## src/rtl/tmr_pkg.sv

```systemverilog
package tmr_pkg;

  // One-cycle actions decoded from a control write
  typedef struct packed {
    logic start;
    logic clear;
    logic capture;
    logic ackIrq;
  } tmrStrobe_t;

  localparam int CTRL_HOLD_BIT  = 0;
  localparam int CTRL_START_BIT = 1;
  localparam int CTRL_CLEAR_BIT = 3;
  localparam int CTRL_CAPT_BIT  = 4;
  localparam int CTRL_IRQEN_BIT = 8;
  localparam int CTRL_FLAG_BIT  = 9;

  localparam int OFS_CTRL    = 'h00;
  localparam int OFS_LIMIT   = 'h08;
  localparam int OFS_COUNT   = 'h10;
  localparam int HALF_STRIDE = 4;

endpackage

```

## src/rtl/tmr_ctrl.sv

```systemverilog
module tmr_ctrl
  import tmr_pkg::*;
#(
  parameter int ADDR_W     = 8,
  parameter int HALF_W     = 16,
  parameter int NUM_HALVES = 2,
  localparam int CNT_W     = HALF_W * NUM_HALVES
) (
  input  logic              clk,
  input  logic              rstN,
  input  logic [ADDR_W-1:0] busAddr,
  input  logic              busWe,
  input  logic [HALF_W-1:0] busWdata,
  output logic [HALF_W-1:0] busRdata,
  input  logic [CNT_W-1:0]  shadow,
  input  logic              irqFlag,
  output tmrStrobe_t        stb,
  output logic              holdBit,
  output logic              irqEn,
  output logic [CNT_W-1:0]  limitVal
);

  logic ctrlHit;
  logic [HALF_W-1:0] limitHalf [NUM_HALVES];
  logic unusedCtrlBits;

  assign ctrlHit = busWe && (busAddr == ADDR_W'(OFS_CTRL));

  assign stb.start   = ctrlHit && busWdata[CTRL_START_BIT];
  assign stb.clear   = ctrlHit && busWdata[CTRL_CLEAR_BIT];
  assign stb.capture = ctrlHit && busWdata[CTRL_CAPT_BIT];
  assign stb.ackIrq  = ctrlHit && busWdata[CTRL_FLAG_BIT];

  assign unusedCtrlBits = ^{busWdata[HALF_W-1:CTRL_FLAG_BIT+1],
                            busWdata[CTRL_IRQEN_BIT-1:CTRL_CAPT_BIT+1],
                            busWdata[CTRL_CLEAR_BIT-1:CTRL_START_BIT+1]};

  always_ff @(posedge clk) begin
    if (!rstN) begin
      holdBit <= 1'b0;
      irqEn   <= 1'b0;
    end else if (ctrlHit) begin
      holdBit <= busWdata[CTRL_HOLD_BIT];
      irqEn   <= busWdata[CTRL_IRQEN_BIT];
    end
  end

  for (genvar h = 0; h < NUM_HALVES; h++) begin : g_limit
    logic halfHit;
    assign halfHit = busWe && (busAddr == ADDR_W'(OFS_LIMIT + h * HALF_STRIDE));
    always_ff @(posedge clk) begin
      if (!rstN)        limitHalf[h] <= '0;
      else if (halfHit) limitHalf[h] <= busWdata;
    end
    assign limitVal[h*HALF_W +: HALF_W] = limitHalf[h];
  end

  always_comb begin
    busRdata = '0;
    if (busAddr == ADDR_W'(OFS_CTRL)) begin
      busRdata[CTRL_HOLD_BIT]  = holdBit;
      busRdata[CTRL_IRQEN_BIT] = irqEn;
      busRdata[CTRL_FLAG_BIT]  = irqFlag;
    end
    for (int h = 0; h < NUM_HALVES; h++) begin
      if (busAddr == ADDR_W'(OFS_LIMIT + h * HALF_STRIDE)) busRdata = limitHalf[h];
      if (busAddr == ADDR_W'(OFS_COUNT + h * HALF_STRIDE)) busRdata = shadow[h*HALF_W +: HALF_W];
    end
  end

endmodule

```

## src/rtl/tmr_datapath.sv

```systemverilog
module tmr_datapath
  import tmr_pkg::*;
#(
  parameter int CNT_W = 32
) (
  input  logic             clk,
  input  logic             rstN,
  input  tmrStrobe_t       stb,
  input  logic             tickEn,
  input  logic             holdBit,
  input  logic             irqEn,
  input  logic [CNT_W-1:0] limitVal,
  output logic [CNT_W-1:0] count,
  output logic [CNT_W-1:0] shadow,
  output logic             armed,
  output logic             irqFlag
);

  logic advance;
  logic atLimit;
  logic wrapEvt;

  assign advance = armed && !holdBit && tickEn && !stb.start && !stb.clear;
  assign atLimit = (count == limitVal);
  assign wrapEvt = advance && atLimit;

  always_ff @(posedge clk) begin
    if (!rstN) begin
      count <= '0;
      armed <= 1'b0;
    end else if (stb.start) begin
      count <= '0;
      armed <= 1'b1;
    end else if (stb.clear) begin
      count <= '0;
    end else if (advance) begin
      count <= atLimit ? '0 : count + CNT_W'(1);
    end
  end

  always_ff @(posedge clk) begin
    if (!rstN)            shadow <= '0;
    else if (stb.capture) shadow <= count;
  end

  always_ff @(posedge clk) begin
    if (!rstN)                  irqFlag <= 1'b0;
    else if (wrapEvt && irqEn)  irqFlag <= 1'b1;
    else if (stb.ackIrq)        irqFlag <= 1'b0;
  end

endmodule

```

## src/rtl/split_half_timer.sv

```systemverilog
module split_half_timer
  import tmr_pkg::*;
#(
  parameter int ADDR_W = 8,
  parameter int HALF_W = 16
) (
  input  logic              clk,
  input  logic              rstN,
  input  logic [ADDR_W-1:0] busAddr,
  input  logic              busWe,
  input  logic [HALF_W-1:0] busWdata,
  output logic [HALF_W-1:0] busRdata,
  input  logic              tickEn,
  output logic              irqOut
);

  localparam int NUM_HALVES = 2;
  localparam int CNT_W      = HALF_W * NUM_HALVES;

  tmrStrobe_t       stb;
  logic             holdBit;
  logic             irqEn;
  logic             armed;
  logic             irqFlag;
  logic [CNT_W-1:0] limitVal;
  logic [CNT_W-1:0] count;
  logic [CNT_W-1:0] shadow;

  tmr_ctrl #(
    .ADDR_W    (ADDR_W),
    .HALF_W    (HALF_W),
    .NUM_HALVES(NUM_HALVES)
  ) ctrl_i (
    .clk     (clk),
    .rstN    (rstN),
    .busAddr (busAddr),
    .busWe   (busWe),
    .busWdata(busWdata),
    .busRdata(busRdata),
    .shadow  (shadow),
    .irqFlag (irqFlag),
    .stb     (stb),
    .holdBit (holdBit),
    .irqEn   (irqEn),
    .limitVal(limitVal)
  );

  tmr_datapath #(
    .CNT_W(CNT_W)
  ) dp_i (
    .clk     (clk),
    .rstN    (rstN),
    .stb     (stb),
    .tickEn  (tickEn),
    .holdBit (holdBit),
    .irqEn   (irqEn),
    .limitVal(limitVal),
    .count   (count),
    .shadow  (shadow),
    .armed   (armed),
    .irqFlag (irqFlag)
  );

  assign irqOut = irqFlag;

endmodule

```

## config.mk

```make
export PLATFORM = sky130hd
export DESIGN_NAME = split_half_timer
export DESIGN_NICKNAME = d
export VERILOG_FILES = /design/src/rtl/tmr_pkg.sv /design/src/rtl/tmr_ctrl.sv /design/src/rtl/tmr_datapath.sv /design/src/rtl/split_half_timer.sv
export SDC_FILE = /design/constraint.sdc
export NUM_CORES = 1
export LEC_CHECK = 0
export BUFFER_PORTS_ARGS = -buffer_cell sky130_fd_sc_hd__buf_2
export CAP_MARGIN = 5
export CORE_MARGIN = 2
export CORE_UTILIZATION = 30
export DETAILED_ROUTE_END_ITERATION = 8
export GPL_TIMING_DRIVEN = 0
export SYNTH_ARGS = -nofsm -noshare
export SYNTH_HDL_FRONTEND = slang
export SYNTH_HIERARCHICAL = 1
export SYNTH_SLANG_ARGS = --single-unit
export TNS_END_PERCENT = 20
```

## constraint.sdc

```tcl
create_clock -name clk -period 5.5 [get_ports clk]
set_input_delay 0 -clock clk [delete_from_list [all_inputs] [get_ports clk]]
set_output_delay 0 -clock clk [all_outputs]
set_load 0.1 [all_outputs]
```

==> metrics, run 1 <==
leading cell type in the layout, fill and taps excluded=dfxtp_1; clk root buf=clkbuf_16; Area Overhead vs Synth=17.78%; Syn Area/Cell=9.803 sq um; post-synth net total=568; fraction of registers with async set/reset=0%; setup TNS=0 ps; total iterations of the first detailed-routing run=5; initial antenna violation count=0; Initial Util=30.65%; Worst-path clk slew=70 ps; vias in the first global route=4238; # clock sinks=100; share of layout cells above drive strength 1=14.17%; Top delay family on crit path=compound AO/OA/AOI/OAI gates; Die Span X=136.7 um; area occupied by multi-input gates=2711 sq um; critical path type=register to register; Max Fclk=361.7 MHz; fillers=1759; proportion of power drawn by combinational gates=5.9%; first-pass GRT wire length=24.09 mm; Worst Skew=9.003 ps; Worst R2R Start=dp_i/count[10]$_SDFFE_PP0N_; # rows=48; Die Ht=136.7 um; Max-cap violations=0; Mapped Cells=539; die area=18690 sq um; setup violators final=0; Ys Warns=6; via count=4252; minimum clock period=2765 ps; largest net degree at the start of global routing=18; CP Capture Type=register; CP startpoint kind=register; LEAKAGE=0.002196 uW; worst hold start=rstN; CP max-delay cell=o311ai_1; Seq cells post-synth=100; Mapped Area=5284 sq um; cts bufs inserted=9; reg2reg path depth=7; num ports=45; Port Buffers=42; R2R Setup Slk=2740 ps; CTS tree=built; reg2reg end=dp_i/count[31]$_SDFFE_PP0N_; wire per inst=18.22 um; PostCTS Resize Cnt=0; post-synthesis sequential area ratio=43.95%; post-synth cell types=54; largest stage delay on the critical path=870 ps; clock buffer depth=2; crit path DAT=3000 ps; maximum VDD drop=162.4 uV; Worst-Skew Late Latency=350 ps; Internal=1115 uW; unrepaired setup endpoints after global routing=no; Critical path buffers and inverters=2; Detailed Route WL=15.29 mm; # nets final=638; HP Class=input port to register; Min-Delay Endpoint=ctrl_i/irqEn$_SDFFE_PN0P_; # diodes=0; dpl hpwl=11.71 mm; status=complete, no violations; Sequential cell area=2322 sq um; Via density=5.068; hold path cells=3; Tcrit/Tclk final=50.27%; final hold violations=0; Placeable Area=17240 sq um; Iteration-0 DRC Markers=386; Critical Path, Cell by Cell=clkbuf_1 -> xor2_1 -> nor4_1 -> nand3_1 -> o311ai_1 -> buf_2 -> nor2_1; CP Max Fanout=10; post-route ant nets=0; sequential share of power=53.6%; Synth Flop Type=dfxtp_1; residual DRC count=0; H-Tree Depth=3; Slew HR=27.63%; number of synthesized flops with an enable pin=32; final slew viol count=0; most frequent cells in the layout=68 x dfxtp_1, 46 x buf_2, 38 x nor2_1, 36 x and2_1, 35 x nor2b_1; Clk pwr share=40.5%; PwrDens=235.7 nW/um^2; Tot GR Track Use=17.19%; Worst Tran Pin Value=1077 ps; gr ovfl total=0; Critical Path RT=5740 ps; P_sw=351.5 uW; hold slack=45.73 ps; GPL Wtd Cong=0.9380; Switching Share=23.96%
-- state kept, by name, indices dropped and copies added (netlist names) --
| signal | cells |
|---|---|
| ctrl_i/irqEn | 1 |
| dp_i/shadow | 32 |
| dp_i/count | 32 |
| ctrl_i/limitHalf | 32 |
| dp_i/armed | 1 |
| dp_i/irqFlag | 1 |
| ctrl_i/holdBit | 1 |
-- worst register-to-register path, delay by kind of cell, from the launching register on --
kind	cells	cell delay, ps
xor gates and xnor gates	1	120
buffers and inverters	2	720
DFF	1	310
AOI/OAI and AO/OA	1	870
and+or+nand+nor	3	630
-- power by group through the flow --
stage	Combinational, uW	Clock, uW	Sequential (uW)
after floorplan	45.0	0	796
after global placement	76.1	0	803
after detailed placement	77.8	0	802
after CTS	86.6	611	785
after global routing	93.6	646	786
final	86.9	594	786
-- cell usage after synthesis (7+ instances only) --
cell type,count,area [sq um]
nand2_1,21,78.83
inv_1,27,101.4
mux2i_1,34,340.3
edfxtp_1,32,960.9
and3b_1,19,166.4
xnor2_1,29,254.0
nor2_1,38,142.6
dfxtp_1,68,1361
and2_1,36,225.2
nor3_1,11,55.05
nand3_1,14,70.07
nand4_1,10,62.56
nor2b_1,35,219.0
and4_1,7,61.31
clkbuf_1,23,86.33
nor4_1,20,125.1
o221ai_1,11,96.34
xor2_1,34,297.8
o211ai_1,8,60.06
-- logic make-up (layout without fill, tap and decap cells) --
group,Yosys count,in the layout,synth area share [%]
simple gates,235,235,27.56
flops,100,100,43.95
xor+xnor,63,63,10.44
buf+inv,62,137,4.807
compound gates,42,42,6.133
mux,36,36,6.867
fa+ha+maj,1,1,0.2368
-- per-stage QoR --
step / power [uW] / util [%] / std cells / cell area, sq um / worst slack [ps]
after floorplan: 840.9 / - / 539 / 5284 / 1879
after global placement: 878.6 / 33.51 / 806 / 5776 / 1766
after detailed placement: 879.8 / 33.57 / 807 / 5787 / 2453
after CTS: 1483 / 36.11 / 839 / 6223 / 2740
after global routing: 1526 / 36.11 / 839 / 6223 / 2531
final: 1467 / 36.11 / 839 / 6223 / 2735
-- timing repair --
action | in CTS | in global routing
endpoints found under the hold margin | 34 | 0
hold buffers | 16 | 0
buffers inserted | 0 | 0
-- metal layers --
metal  global-route usage, %  part of all wire [%]  wire [um]
met5                       0                     0          0
met4                   6.019                   2.0        304
met3                   3.926                   5.8        889
met2                   27.75                    47       7152
met1                   22.56                    45       6941
-- worst max path at each step --
stage                                                 to                        start  depth (start not counted)  slack [ps]
global route                 dp_i/count[31]$_SDFFE_PP0N_  dp_i/count[10]$_SDFFE_PP0N_                          7        2530
CTS                          dp_i/count[12]$_SDFFE_PP0N_  dp_i/count[10]$_SDFFE_PP0N_                          7        2740
floorplan                                    busRdata[9]    dp_i/irqFlag$_SDFFE_PN0P_                          3        1880
finish                       dp_i/count[31]$_SDFFE_PP0N_  dp_i/count[10]$_SDFFE_PP0N_                          7        2740
global placement    ctrl_i/limitHalf[0][7]$_SDFFCE_PN0P_                   busAddr[2]                          4        1770
detailed placement           dp_i/count[12]$_SDFFE_PP0N_                   busAddr[2]                         10        2450
-- area by class of cell --
| cell class | instances | share of cell area [%] |
|---|---|---|
| repair buffers | 59 | 6.072 |
| flip-flops and latches | 100 | 37.31 |
| clock buffers | 9 | 3.619 |
| inverters | 27 | 1.628 |
| clock inverters | 7 | 0.8243 |
| well taps | 225 | 4.524 |
| multi-input cells | 377 | 43.57 |
| plain buffers | 35 | 2.453 |
Note: power is estimated with default switching activity, not from simulation.
==> run 2, diff against run 1 <==
ABC_AREA = 1   (was not set)
clock period = 2.9 ns   (was 5.5 ns; I/O delays follow)
==> run 2 against run 1 <==
Register-to-register slack lost 1800 ps. First-iteration DRC count fell by 2.6%. Clock skew increased by 2.7 ps. Non-clock buffer count is 13 lower. Wire length grew 3.9%. Core utilization grew 0.051 points. Setup slack worse by 1800 ps. Count of clock-buffer cells in the layout is 5 higher. Critical path type is now input port to register. Largest cell class unchanged.
==> metrics, run 2 <==
Switching Share=22.30%; sequential share of power=52.7%; post-route ant nets=0; GPL Wtd Cong=0.9377; die area=18680 sq um; max layer used=met4; area share of the largest cell type after synthesis=25.78%; number of synthesized flops with an enable pin=32; share of layout cells above drive strength 1=13.68%; Mapped Cells=722; Port Buffers=44; total power=2834 uW; vias in the first global route=4606; Mapped Area=5280 sq um; unrepaired setup endpoints after global routing=no; minimum clock period=1996 ps; Tot GR Track Use=17.78%; CTS tree=built; Die Ht=136.7 um; crit path DAT=2240 ps; LEAKAGE=0.002575 uW; cts bufs inserted=9; post-synthesis sequential area ratio=43.98%; Via density=4.708; setup violators final=0; largest net degree at the start of global routing=17; total iterations of the first detailed-routing run=6; Internal=2202 uW; # clock sinks=100; Area Overhead vs Synth=18.03%; Die Span X=136.7 um; WL met3=721 um; fraction of registers with async set/reset=0%; Synth Flop Type=dfxtp_1; H-Tree Depth=3; wire per inst=15.55 um; clock buffer depth=2; maximum VDD drop=249.2 uV; Worst-Skew Late Latency=350 ps; most numerous cell in the Yosys netlist=nand2_1; Worst-path clk slew=70 ps; final slew viol count=0; status=complete, no violations; critical path type=input port to register; # diodes=0; largest registers=ctrl_i/limitHalf (32), dp_i/count (32), dp_i/shadow (32); Initial Util=30.63%; wl on met1=7.412 mm; P_sw=631.9 uW; most frequent cells in the layout=165 x nand2_1, 114 x nor2_1, 86 x inv_1, 68 x dfxtp_1, 56 x nand3_1; metal2 WL=7.339 mm; final hold violations=0; post-synth cell types=31; largest area contributor in the netlist=dfxtp_1; final design area excluding fillers=6232 sq um; Seq cells post-synth=100; Worst Tran Pin Value=737.7 ps; proportion of power drawn by combinational gates=5.4%; Critical Path RT=3140 ps; Slew HR=50.70%; Worst Skew=11.69 ps; num ports=45; # nets final=822; # rows=48; Tcrit/Tclk final=68.82%; Placeable Area=17240 sq um; CP startpoint kind=input port; Commonest cells post-synth=165 x nand2_1, 114 x nor2_1, 86 x inv_1; via count=4812; gr ovfl total=0; final core occ=36.16%; PwrDens=454.7 nW/um^2; Syn Area/Cell=7.313 sq um; Max-cap violations=0; Detailed Route WL=15.89 mm; clk root buf=clkbuf_16; post-place instance area=5782 sq um; residual DRC count=0; post-synth net total=751; CP Max Fanout=10; Max Fclk=501.1 MHz; Clk pwr share=41.9%; setup TNS=0 ps; initial antenna violation count=0; HP Class=input port to register; Area contributors post-synth=dfxtp_1 26%, edfxtp_1 18%, nand2_1 12%, nor2_1 8.1%, inv_1 6.1%; Iteration-0 DRC Markers=376; PostCTS Resize Cnt=0; Ys Warns=6; CP Capture Type=register; first-pass GRT wire length=25.08 mm; leading cell type in the layout, fill and taps excluded=nand2_1; dpl hpwl=12.31 mm
## run 2: changes by cell type in the layout (fill, tap and decap cells not counted), moves of 19 or more
cell / delta
nor4_1: -20
nor2_2: +19
nor2_1: +76
mux2i_1: -34
nor2b_1: -35
o21ai_0: +32
nand2_1: +144
and2_1: -36
nand3_1: +42
and3b_1: -19
a21oi_1: +32
inv_1: +59
## run 2: timing repair
| item | 4_1_cts | 5_1_grt |
|---|---|---|
| hold buffers | 16 | 0 |
| setup buffers | 0 | 0 |
| hold endpoints to repair | 30 | 0 |
## run 2: final timing paths
kind | startpoint | to | slack, ps | cells past startpoint
worst min-delay path | rstN | dp_i/shadow[31]$_SDFFE_PN0P_ | 80 | 3
worst min register to register | dp_i/irqFlag$_SDFFE_PN0P_ | dp_i/irqFlag$_SDFFE_PN0P_ | 490 | 2
worst max register to register | dp_i/count[11]$_SDFFE_PP0N_ | dp_i/count[28]$_SDFFE_PP0N_ | 920 | 12
worst max-delay path | busWdata[1] | dp_i/count[28]$_SDFFE_PP0N_ | 900 | 13
## run 2: logic make-up after synthesis
family	Yosys count	share of synthesized area (%)
compound gates	74	7.085
buf+inv	112	8.696
flops	100	43.98
xor+xnor	33	5.474
simple gates	402	34.53
fa+ha+maj	1	0.2369
## run 2: power by group through the flow
| stage | clock network (uW) | registers (uW) | logic [uW] |
|---|---|---|---|
| 6_report | 1190 | 1490 | 153 |
| 5_1_grt | 1270 | 1490 | 168 |
| 4_1_cts | 1210 | 1490 | 153 |
| 3_5_place_dp | 0 | 1520 | 136 |
| 3_3_place_gp | 0 | 1520 | 135 |
| 2_1_floorplan | 0 | 1510 | 84.7 |
## run 2: final cells by class
| class | count | area (sq um) |
|---|---|---|
| Fill cell | 1792 | 11000 |
| Multi-Input combinational cell | 510 | 2499 |
| Sequential cell | 100 | 2322 |
| Timing Repair Buffer | 60 | 380.4 |
| Inverter | 91 | 341.6 |
| Clock buffer | 14 | 285.3 |
| Tap cell | 225 | 281.5 |
| Buffer | 21 | 117.6 |
| Clock inverter | 1 | 5.005 |
## run 2: routing by layer
layer	vias up	GRT usage, %
li1	2435	-
met1	2222	23.18
met4	0	7.465
met2	130	29.25
met5	-	0
met3	25	2.778
## run 2: per-stage QoR
step	hold slack (ps)	setup WS (ps)	cells
finish	77.59	904.3	1022
global placement	271.8	667.7	991
detailed placement	278.9	687.0	991
global route	102.2	802.9	1022
CTS	62.73	933.4	1022
floorplan	135.7	1026	722
## run 2: worst max-delay path, cell delays in order
cell,delay (ps)
dlygate4sd3_1,530
buf_2,120
inv_1,110
nor2_1,100
nor2_2,230
nand2_4,160
inv_2,190
nand4_1,130
nor2_2,200
nand2_1,90
nand2_2,140
buf_6,180
nor2_1,60
